### src/rtl/irq_distributor.sv
module irq_distributor #(
  parameter int NLINES = 64,
  localparam int IDW = $clog2(NLINES)
)(
  input  logic              clk,
  input  logic              rst_n,
  input  logic [NLINES-1:0] irq_in,
  input  logic              bus_we,
  input  logic [11:0]       bus_addr,
  input  logic [3:0]        bus_be,
  input  logic [31:0]       bus_wdata,
  output logic [31:0]       bus_rdata,
  input  logic              cpu_act,
  input  logic [IDW-1:0]    cpu_act_id,
  input  logic              cpu_deact,
  input  logic [IDW-1:0]    cpu_deact_id,
  output logic              irq_valid,
  output logic [IDW-1:0]    irq_id,
  output logic [7:0]        irq_prio
);
  localparam int NW = NLINES / 32;

  logic              ctrl_q;
  logic [NLINES-1:0] en_q, pend_q, act_q, in_q;
  logic [NLINES-1:0] en_set, en_clr, pd_set, pd_clr, ac_set, ac_clr;
  logic [NLINES-1:0] pend_nx, act_nx;
  logic [7:0]        prio_q [NLINES];
  logic [7:0]        tgt_q  [NLINES];
  logic [1:0]        cfg_q  [NLINES];

  wire       s_ctrl   = bus_addr == 12'h000;
  wire       s_type   = bus_addr == 12'h004;
  wire       in_banks = bus_addr[11:10] == 2'b00 && bus_addr[9:8] != 2'b00;
  wire [2:0] bank     = bus_addr[9:7];
  wire       s_prio   = bus_addr[11:10] == 2'b01;
  wire       s_tgt    = bus_addr[11:10] == 2'b10;
  wire       s_cfg    = bus_addr[11:8] == 4'hC;

  always_comb begin
    for (int i = 0; i < NLINES; i++) begin
      logic hit, ahit, dhit, hw, edge_m;
      hit  = bus_we && in_banks && bus_addr[6:2] == 5'(i / 32) && bus_wdata[i % 32];
      en_set[i] = hit && bank == 3'd2;
      en_clr[i] = hit && bank == 3'd3;
      pd_set[i] = hit && bank == 3'd4;
      pd_clr[i] = hit && bank == 3'd5;
      ac_set[i] = hit && bank == 3'd6;
      ac_clr[i] = hit && bank == 3'd7;
      ahit   = cpu_act && cpu_act_id == IDW'(i);
      dhit   = cpu_deact && cpu_deact_id == IDW'(i);
      hw     = (i >= 16) ? irq_in[i] : 1'b0;
      edge_m = cfg_q[i][1];
      act_nx[i] = (act_q[i] | ac_set[i] | ahit) & ~ac_clr[i] & ~dhit;
      if (ahit)
        pend_nx[i] = 1'b0;
      else if (!edge_m && !act_q[i])
        pend_nx[i] = hw | pd_set[i];
      else
        pend_nx[i] = (pend_q[i] | pd_set[i] | (edge_m & hw & ~in_q[i])) & ~pd_clr[i];
    end
  end

  always_ff @(posedge clk) begin
    if (!rst_n) begin
      ctrl_q <= 1'b0;
      en_q   <= '0;
      pend_q <= '0;
      act_q  <= '0;
      in_q   <= '0;
      for (int i = 0; i < NLINES; i++) begin
        prio_q[i] <= 8'h00;
        tgt_q[i]  <= 8'h00;
        cfg_q[i]  <= (i < 16) ? 2'b10 : 2'b00;
      end
    end else begin
      in_q   <= irq_in;
      if (bus_we && s_ctrl) ctrl_q <= bus_wdata[0];
      en_q   <= (en_q | en_set) & ~en_clr;
      pend_q <= pend_nx;
      act_q  <= act_nx;
      for (int i = 0; i < NLINES; i++) begin
        if (bus_we && s_prio && bus_addr[9:2] == 8'(i / 4) && bus_be[i % 4])
          prio_q[i] <= bus_wdata[8*(i%4) +: 8];
        if (bus_we && s_tgt && bus_addr[9:2] == 8'(i / 4) && bus_be[i % 4])
          tgt_q[i] <= bus_wdata[8*(i%4) +: 8];
        if (i >= 16 && bus_we && s_cfg && bus_addr[7:2] == 6'(i / 16))
          cfg_q[i] <= bus_wdata[2*(i%16) +: 2];
      end
    end
  end

  always_comb begin
    logic           found;
    logic [7:0]     best_p;
    logic [IDW-1:0] best_id;
    found   = 1'b0;
    best_p  = 8'hFF;
    best_id = '0;
    for (int i = 0; i < NLINES; i++) begin
      if (pend_q[i] && en_q[i] && !act_q[i] && (!found || prio_q[i] < best_p)) begin
        found   = 1'b1;
        best_p  = prio_q[i];
        best_id = IDW'(i);
      end
    end
    irq_valid = ctrl_q && found;
    irq_id    = irq_valid ? best_id : '0;
    irq_prio  = irq_valid ? best_p : 8'hFF;
  end

  always_comb begin
    bus_rdata = '0;
    if (s_ctrl)
      bus_rdata[0] = ctrl_q;
    else if (s_type)
      bus_rdata = 32'(NW - 1);
    else if (in_banks) begin
      for (int i = 0; i < NLINES; i++)
        if (bus_addr[6:2] == 5'(i / 32))
          case (bank)
            3'd2, 3'd3: bus_rdata[i % 32] = en_q[i];
            3'd4, 3'd5: bus_rdata[i % 32] = pend_q[i];
            default:    bus_rdata[i % 32] = act_q[i];
          endcase
    end else if (s_prio || s_tgt) begin
      for (int i = 0; i < NLINES; i++)
        if (bus_addr[9:2] == 8'(i / 4))
          bus_rdata[8*(i%4) +: 8] = s_prio ? prio_q[i] : tgt_q[i];
    end else if (s_cfg) begin
      for (int i = 0; i < NLINES; i++)
        if (bus_addr[7:2] == 6'(i / 16))
          bus_rdata[2*(i%16) +: 2] = cfg_q[i];
    end
  end

  AST_CTRL_OFF_MUTES: assert property (@(posedge clk) disable iff (!rst_n)
    (bus_we && s_ctrl && !bus_wdata[0]) |=> !irq_valid);
  AST_TYPE_READ: assert property (@(posedge clk) disable iff (!rst_n)
    s_type |-> bus_rdata == 32'(NW - 1));
  AST_EN_CLR_ALL: assert property (@(posedge clk) disable iff (!rst_n)
    (bus_we && in_banks && bank == 3'd3 && bus_addr[6:2] == 5'd0 && &bus_wdata) |=> en_q[31:0] == 32'h0);
  AST_PICK_ELIGIBLE: assert property (@(posedge clk) disable iff (!rst_n)
    irq_valid |-> en_q[irq_id] && pend_q[irq_id] && !act_q[irq_id]);
  AST_ACTIVATE: assert property (@(posedge clk) disable iff (!rst_n)
    (cpu_act && !cpu_deact && !bus_we) |=> act_q[$past(cpu_act_id)] && !pend_q[$past(cpu_act_id)]);
  AST_DEACTIVATE: assert property (@(posedge clk) disable iff (!rst_n)
    cpu_deact |=> !act_q[$past(cpu_deact_id)]);
endmodule

### config.mk
export PLATFORM = sky130hd
export DESIGN_NAME = irq_distributor
export DESIGN_NICKNAME = d
export VERILOG_FILES = /design/src/rtl/irq_distributor.sv
export SDC_FILE = /design/constraint.sdc
export NUM_CORES = 2
export LEC_CHECK = 0
export BUFFER_PORTS_ARGS = -buffer_cell sky130_fd_sc_hd__buf_2
export CAP_MARGIN = 20
export CELL_PAD_IN_SITES_DETAIL_PLACEMENT = 1
export CELL_PAD_IN_SITES_GLOBAL_PLACEMENT = 1
export CORE_MARGIN = 5
export CORE_UTILIZATION = 51
export CTS_CLUSTER_DIAMETER = 40
export DETAILED_ROUTE_END_ITERATION = 6
export PLACE_DENSITY_LB_ADDON = 0.1
export SYNTH_ARGS = -nofsm -noshare
export SYNTH_HDL_FRONTEND = slang
export SYNTH_SLANG_ARGS = --single-unit
### constraint.sdc
create_clock -name clk -period 164 [get_ports clk]
set_clock_uncertainty 0.15 [all_clocks]
set_input_delay 8.2 -clock clk [delete_from_list [all_inputs] [get_ports clk]]
set_output_delay 8.2 -clock clk [all_outputs]
set_load 0.03 [all_outputs]
After elaboration in Yosys (flattened, before gate mapping) --
Memory sizes are Yosys's and may differ from the RTL's. Cells that the tools add are included.
Word-level totals: bits in registers 257, bits in writable memories 1152, bits of input ports 129, output and inout bits 47, word-level logic and storage cells 3770, memories kept 3
Memory list:
- prio_q | words 64, bits a word 8, read ports 64, clocked after Yosys merged registers in 0, wr ports 64, line 27 | logic [7:0] prio_q [NLINES];
- tgt_q | words 64, bits a word 8, read ports 64, clocked after Yosys merged registers in 0, wr ports 64, line 28 | logic [7:0] tgt_q [NLINES];
- cfg_q | words 64, bits a word 2, read ports 64, clocked after Yosys merged registers in 0, wr ports 64, line 29 | logic [1:0] cfg_q [NLINES];
Operators by class: order comparisons 63, equality and inequality tests 155, multiplexer cells 1153, bitwise operators 996, reduce and logical (&&, ||, !) cells 1332
Operators by type and width (number):
- 2-to-1 mux 8 bit | 321
- logical AND 1 bit | 1003
- 2-to-1 mux 1 bit | 588
- < comparator 8 bit | 63
- OR 1 bit | 464
- == test 6 bit (second input constant) | 64
- 2-to-1 mux 6 bit | 63
- bitwise AND 1 bit | 288
- NOT 1 bit | 241
- 2-to-1 mux 2 bit | 112
- == test 6 x 5 -> 1 bit (second input constant) | 32
- logical NOT 1 bit | 191
- OR reduction 2 bit | 66
- 2-to-1 mux 32 bit | 4
- case mux 1 bit (2 select lines) | 64
- == test 6 x 4 -> 1 bit (second input constant) | 16
- bitwise AND 64 bit | 1
- == test 8 x 4 -> 1 bit (second input constant) | 8
- logical OR 1 bit | 64
- NOT 64 bit | 1
- OR 64 bit | 1
- == test 6 x 3 -> 1 bit (second input constant) | 8
- == test 6 x 2 -> 1 bit (second input constant) | 6
- == test 8 x 3 -> 1 bit (second input constant) | 4
- other kinds (17) | 26

Depth between registers and ports, before layout --
depth after elaboration 257, mapped depth 770

Worst setup path before layout --
No wires, ideal clock.
path kind register -> output, start point reg act_q[0], end point out irq_id[4], arrival 121006 ps, slack 34644 ps, stages on the path, launching flop included 718, path buffers 71, cell sequence dfxtp_1 nand3b_4 nor2_1 ha_1 nand4_1 or4_4 a21boi_0 clkbuf_1 nor2_1 a21oi_1 inv_1 ha_1 a21oi_1 o21a_1 a31oi_1 nand2_1 nor3_1 o22ai_2 [... 682 more ...] a21oi_1 nand2_1 a21o_1 or2_2 clkdlybuf4s25_2 and2_4 buf_6 buf_8 a21oi_1 ha_1 a21o_1 a21oi_1 nor2b_1 nor3_1 nand2_1 o31ai_4 nor4_2 a31oi_1
Between the ends: longest elaborated chain between the ends 257, elaborated cells on any way between the ends 444, those cells by class order compare (63); mux (189); reduce/logical (192)
Ends and longest elaborated chain:
- start: declaration | line 24 | logic [NLINES-1:0] en_q, pend_q, act_q, in_q;
- start signal: assignment | line 80 | act_q <= act_nx;
- logical NOT 1 bit * | line 100 | if (pend_q[i] && en_q[i] && !act_q[i] && (!found || prio_q[i] < best_p)) begin
- logical AND 1 bit * | line 100
- 2-to-1 mux 8 bit or 2-to-1 mux 1 bit (tied branches) | line 100
- < comparator 8 bit or logical NOT 1 bit (tied branches) | line 100
- logical OR 1 bit | line 100
- logical AND 1 bit | line 100
- 2-to-1 mux 8 bit or 2-to-1 mux 1 bit (tied branches) | line 100
- < comparator 8 bit or logical NOT 1 bit (tied branches) | line 100
- [... 241 more ...]
- logical AND 1 bit | line 100
- 2-to-1 mux 8 bit or 2-to-1 mux 1 bit (tied branches) | line 100
- < comparator 8 bit or logical NOT 1 bit (tied branches) | line 100
- logical OR 1 bit | line 100
- logical AND 1 bit | line 100
- 2-to-1 mux 1 bit | line 100
- logical AND 1 bit | line 106 | irq_valid = ctrl_q && found;
- 2-to-1 mux 6 bit * | line 107 | irq_id = irq_valid ? best_id : '0;
- end: declaration | line 18 | output logic [IDW-1:0] irq_id,
Mark *: on every way between the ends. The rest lies on a longest branch, timed or not.

Worst setup path after layout --
Ends and elaborated chain as after synthesis.

==> results.py <==
metrics = {
    "run_status": {
        "outcome": "finished with violations",
        "violations": "design-rule violations",
    },
    "floorplan": {
        "die_h_um": 421.1,
        "die_area_um2": 177400,
        "die_x_um": 421.1,
        "fp.coreArea_um2": 167600,
        "start_util_pct": 51.44,
        "boundaryPins": 176,
        "rows": 150,
    },
    "setup_path": {
        "crit_fanout": 23,
        "cp-end-kind": "primary output",
        "crit_path_max_incr_delay_ns": 0.75,
        "crit_path_top_delay_cell": "or3_2",
        "worstSetupPathType": "flip-flop to primary output",
        "critPathMostFrequentCell": "a21oi_1",
        "worst-endpoint-arrival_ns": 145.91,
        "crit_required_ns": 155.65,
        "cp-start-kind": "flip-flop",
    },
    "worst_hold_path": {
        "hold_path.class": "flip-flop to flip-flop",
    },
    "routing": {
        "vias": 80630,
        "ant_nets": 0,
        "drc": 2,
        "routed_wl_um": 422000,
        "routedWlPerCell_um": 37.04,
        "via_per_inst": 7.076,
        "dr.pass1.iters": 7,
        "drtIter0Drc": 10910,
    },
    "yosys": {
        "syn_area_per_cell_um2": 9.670,
        "synth_top_area_share_pct": 39.01,
        "synth_top_family_by_area": "compound AO/OA/AOI/OAI gates",
        "synth_xor_area_share_pct": 0.2641,
        "synth_seq_cells": 1361,
        "synthSimpleGateAreaFrac_pct": 16.24,
        "yosysWarnings": 0,
        "synth-edff-count": 1120,
        "synth_area_leaders": "edfxtp_1 39%, mux2i_1 6.9%, dfxtp_1 5.6%",
        "synth_area_leader_cell": "edfxtp_1",
        "synth_compound_area_share_pct": 20.73,
        "synth_mux_area_share_pct": 8.362,
        "async_flop_share_pct": 0,
        "yosys.cell_types.count": 180,
        "ys_seq_area_share_pct": 44.61,
        "synth_top_flop_cell": "edfxtp_1",
        "syn-num-nets": 9372,
        "syn-instance-count": 8915,
        "synthAdderAreaFrac_pct": 4.978,
        "synthesis.area_um2": 86210,
    },
    "final_layout": {
        "finalNetCount": 9443,
        "layout-drive-gt1-share_pct": 13.96,
        "fill_cells": 18560,
        "area_growth_pct": 11.71,
    },
    "clock_network": {
        "clk_latency_ns": 0.88,
        "ctsHoldBuffers": 0,
        "cts_buffers": 204,
        "cts_root_buffer": "clkbuf_16",
        "cts.sinks": 1361,
        "tritoncts": "yes",
        "cts_max_level": 4,
        "clockBufferDepth": 3,
        "clkTransAtPathRegs_ns": 0.06,
    },
    "global_routing": {
        "grt_pass1_vias": 78880,
        "grtUsageTotal_pct": 45.45,
        "grt_pass1_wl_um": 581600,
        "grt_max_degree": 105,
        "grt_antenna_before_repair": 52,
        "grt.overflow.total": 0,
    },
    "power": {
        "power_frac_clock_pct": 48.0,
        "p_leak_uw": 0.03726,
        "power_switching_uw": 272.8,
        "powerDensity_nw_per_um2": 10.05,
        "power_frac_seq_pct": 43.3,
        "irDropWorstVdd_uv": 11.91,
        "comb_power_share_pct": 8.8,
        "p_int_uw": 694.9,
        "swShare_pct": 28.19,
    },
    "timing": {
        "max_freq_mhz": 6.482,
        "rsz0062_at_grt": "false",
        "slew_headroom_pct": 12.46,
        "max_slew.worst_pin.slew_ns": 1.312,
        "min_period_over_period_pct": 94.06,
        "tns_ns": 0,
        "fin_crit_ns": 154.26,
        "fin_ws_ns": 9.737,
        "finalMaxSlewViolations": 0,
        "setup_viol": 0,
        "hold_viol": 0,
    },
    "placed_design": {
        "gp_congestion": 1.042,
        "place.port_buffers": 159,
        "post-place-ws_ns": 9.534,
        "dp_hpwl_um": 311000,
    },
    "job": {
        "max_cap_viol_count": 0,
    },
}
[metal layers]
metal / up-vias / GRT usage, % / part of all wire [%]
met5: - / 0 / 0.055
met4: 36 / 37.94 / 11
met3: 1527 / 14.14 / 12
li1: 33580 / - / -
met1: 40120 / 53.27 / 35
met2: 5368 / 68.30 / 43
[cell usage in the layout (no fill, tap or decap), types with 84 or more instances in the layout]
cell type	Yosys	routed
nand3_1	106	103
o22ai_1	178	178
buf_4	19	155
buf_2	5	192
a31oi_1	92	91
mux2i_1	594	594
a211oi_1	148	146
and2_1	132	131
dfxtp_1	241	241
a21oi_1	459	456
nor3_1	99	91
a221oi_1	103	103
nand2_1	908	897
inv_1	394	394
a21o_1	84	84
o21ai_0	645	639
clkbuf_16	0	204
edfxtp_1	1120	1120
ha_1	328	324
nor2_1	1180	1169
a22oi_1	87	87
[what timing repair did]
item	in CTS	in global routing
resized for setup	0	24
endpoints found under the setup margin	0	14
buffers inserted	0	7
[state kept, by name, summed over array words and instances, names as in the netlist]
| register | cells |
|---|---|
| prio_q | 512 |
| ctrl_q | 1 |
| tgt_q | 512 |
| en_q | 64 |
| in_q | 48 |
| pend_q | 64 |
| act_q | 64 |
| cfg_q | 96 |
[kinds of logic after synthesis]
group           count (synthesis)
compound gates               2559
fa+ha+maj                     346
mux                           699
xor+xnor                       26
buf+inv                       902
simple gates                 3022
flops                        1361
[power groups by stage]
stage / sequential [uW] / clock [uW] / combinational, uW
detailed placement: 424 / 0 / 79.4
floorplan: 411 / 0 / 47.3
finish: 419 / 464 / 85.0
CTS: 417 / 462 / 80.2
global placement: 422 / 0 / 76.5
global route: 419 / 479 / 86.3
[synthesized netlist by cell type (all sizes together), types with 90 or more instances]
cell type     n
nor3        108
edfxtp     1120
and2        157
a221oi      108
mux2        100
o21ai       697
buf         113
clkbuf      381
nor2       1191
o22ai       179
nand3       108
a22oi        90
a31oi        98
ha          328
dfxtp       241
mux2i       599
inv         395
a21oi       478
nand2       911
a21o        120
a211oi      164
[through the flow]
step                      power [uW]  instance area (um^2)  hold WS, ns  utilization, %  cells
after floorplan                458.0                 86210       0.3068               -   8915
after global placement         498.8                 88370       0.4094           52.73  10910
after detailed placement       503.3                 88480       0.4314           52.80  10930
after CTS                      959.2                 95690       0.4438           57.10  11310
after global routing           984.7                 96240       0.4803           57.43  11370
final                          967.7                 96300       0.4409           57.46  11390
[final timing paths]
| path | startpoint | end | slack, ns | depth (start not counted) |
|---|---|---|---|---|
| setup / recovery | act_q[0] | irq_id[4] | 9.74 | 666 |
| hold / removal | en_q[34] | en_q[34] | 0.44 | 3 |
| setup reg to reg | act_q[24] | pend_q[24] | 162.38 | 5 |
| hold reg to reg | en_q[34] | en_q[34] | 0.44 | 3 |
[worst max-delay path: cells and delay by family (launching register included)]
| kind | cells | cell delay (ns) |
|---|---|---|
| AOI/OAI and AO/OA | 333 | 75.49 |
| adders and majority gates | 63 | 18.79 |
| buffers and inverters | 37 | 4.05 |
| DFF | 1 | 0.40 |
| muxes | 25 | 8.07 |
| and+or+nand+nor | 208 | 37.86 |
[final cells by class]
class | instances | area (um^2) | share of cell area [%]
sequential | 1361 | 38460 | 39.93
clock buffer | 219 | 5181 | 5.380
clock inverter | 162 | 2024 | 2.102
multi-input combinational | 6653 | 43900 | 45.59
antenna | 29 | 72.57 | 0.07536
inverter | 395 | 1483 | 1.540
tap | 2204 | 2758 | 2.863
timing repair buffer | 371 | 2427 | 2.520
Note: power is estimated with default switching activity, not from simulation.
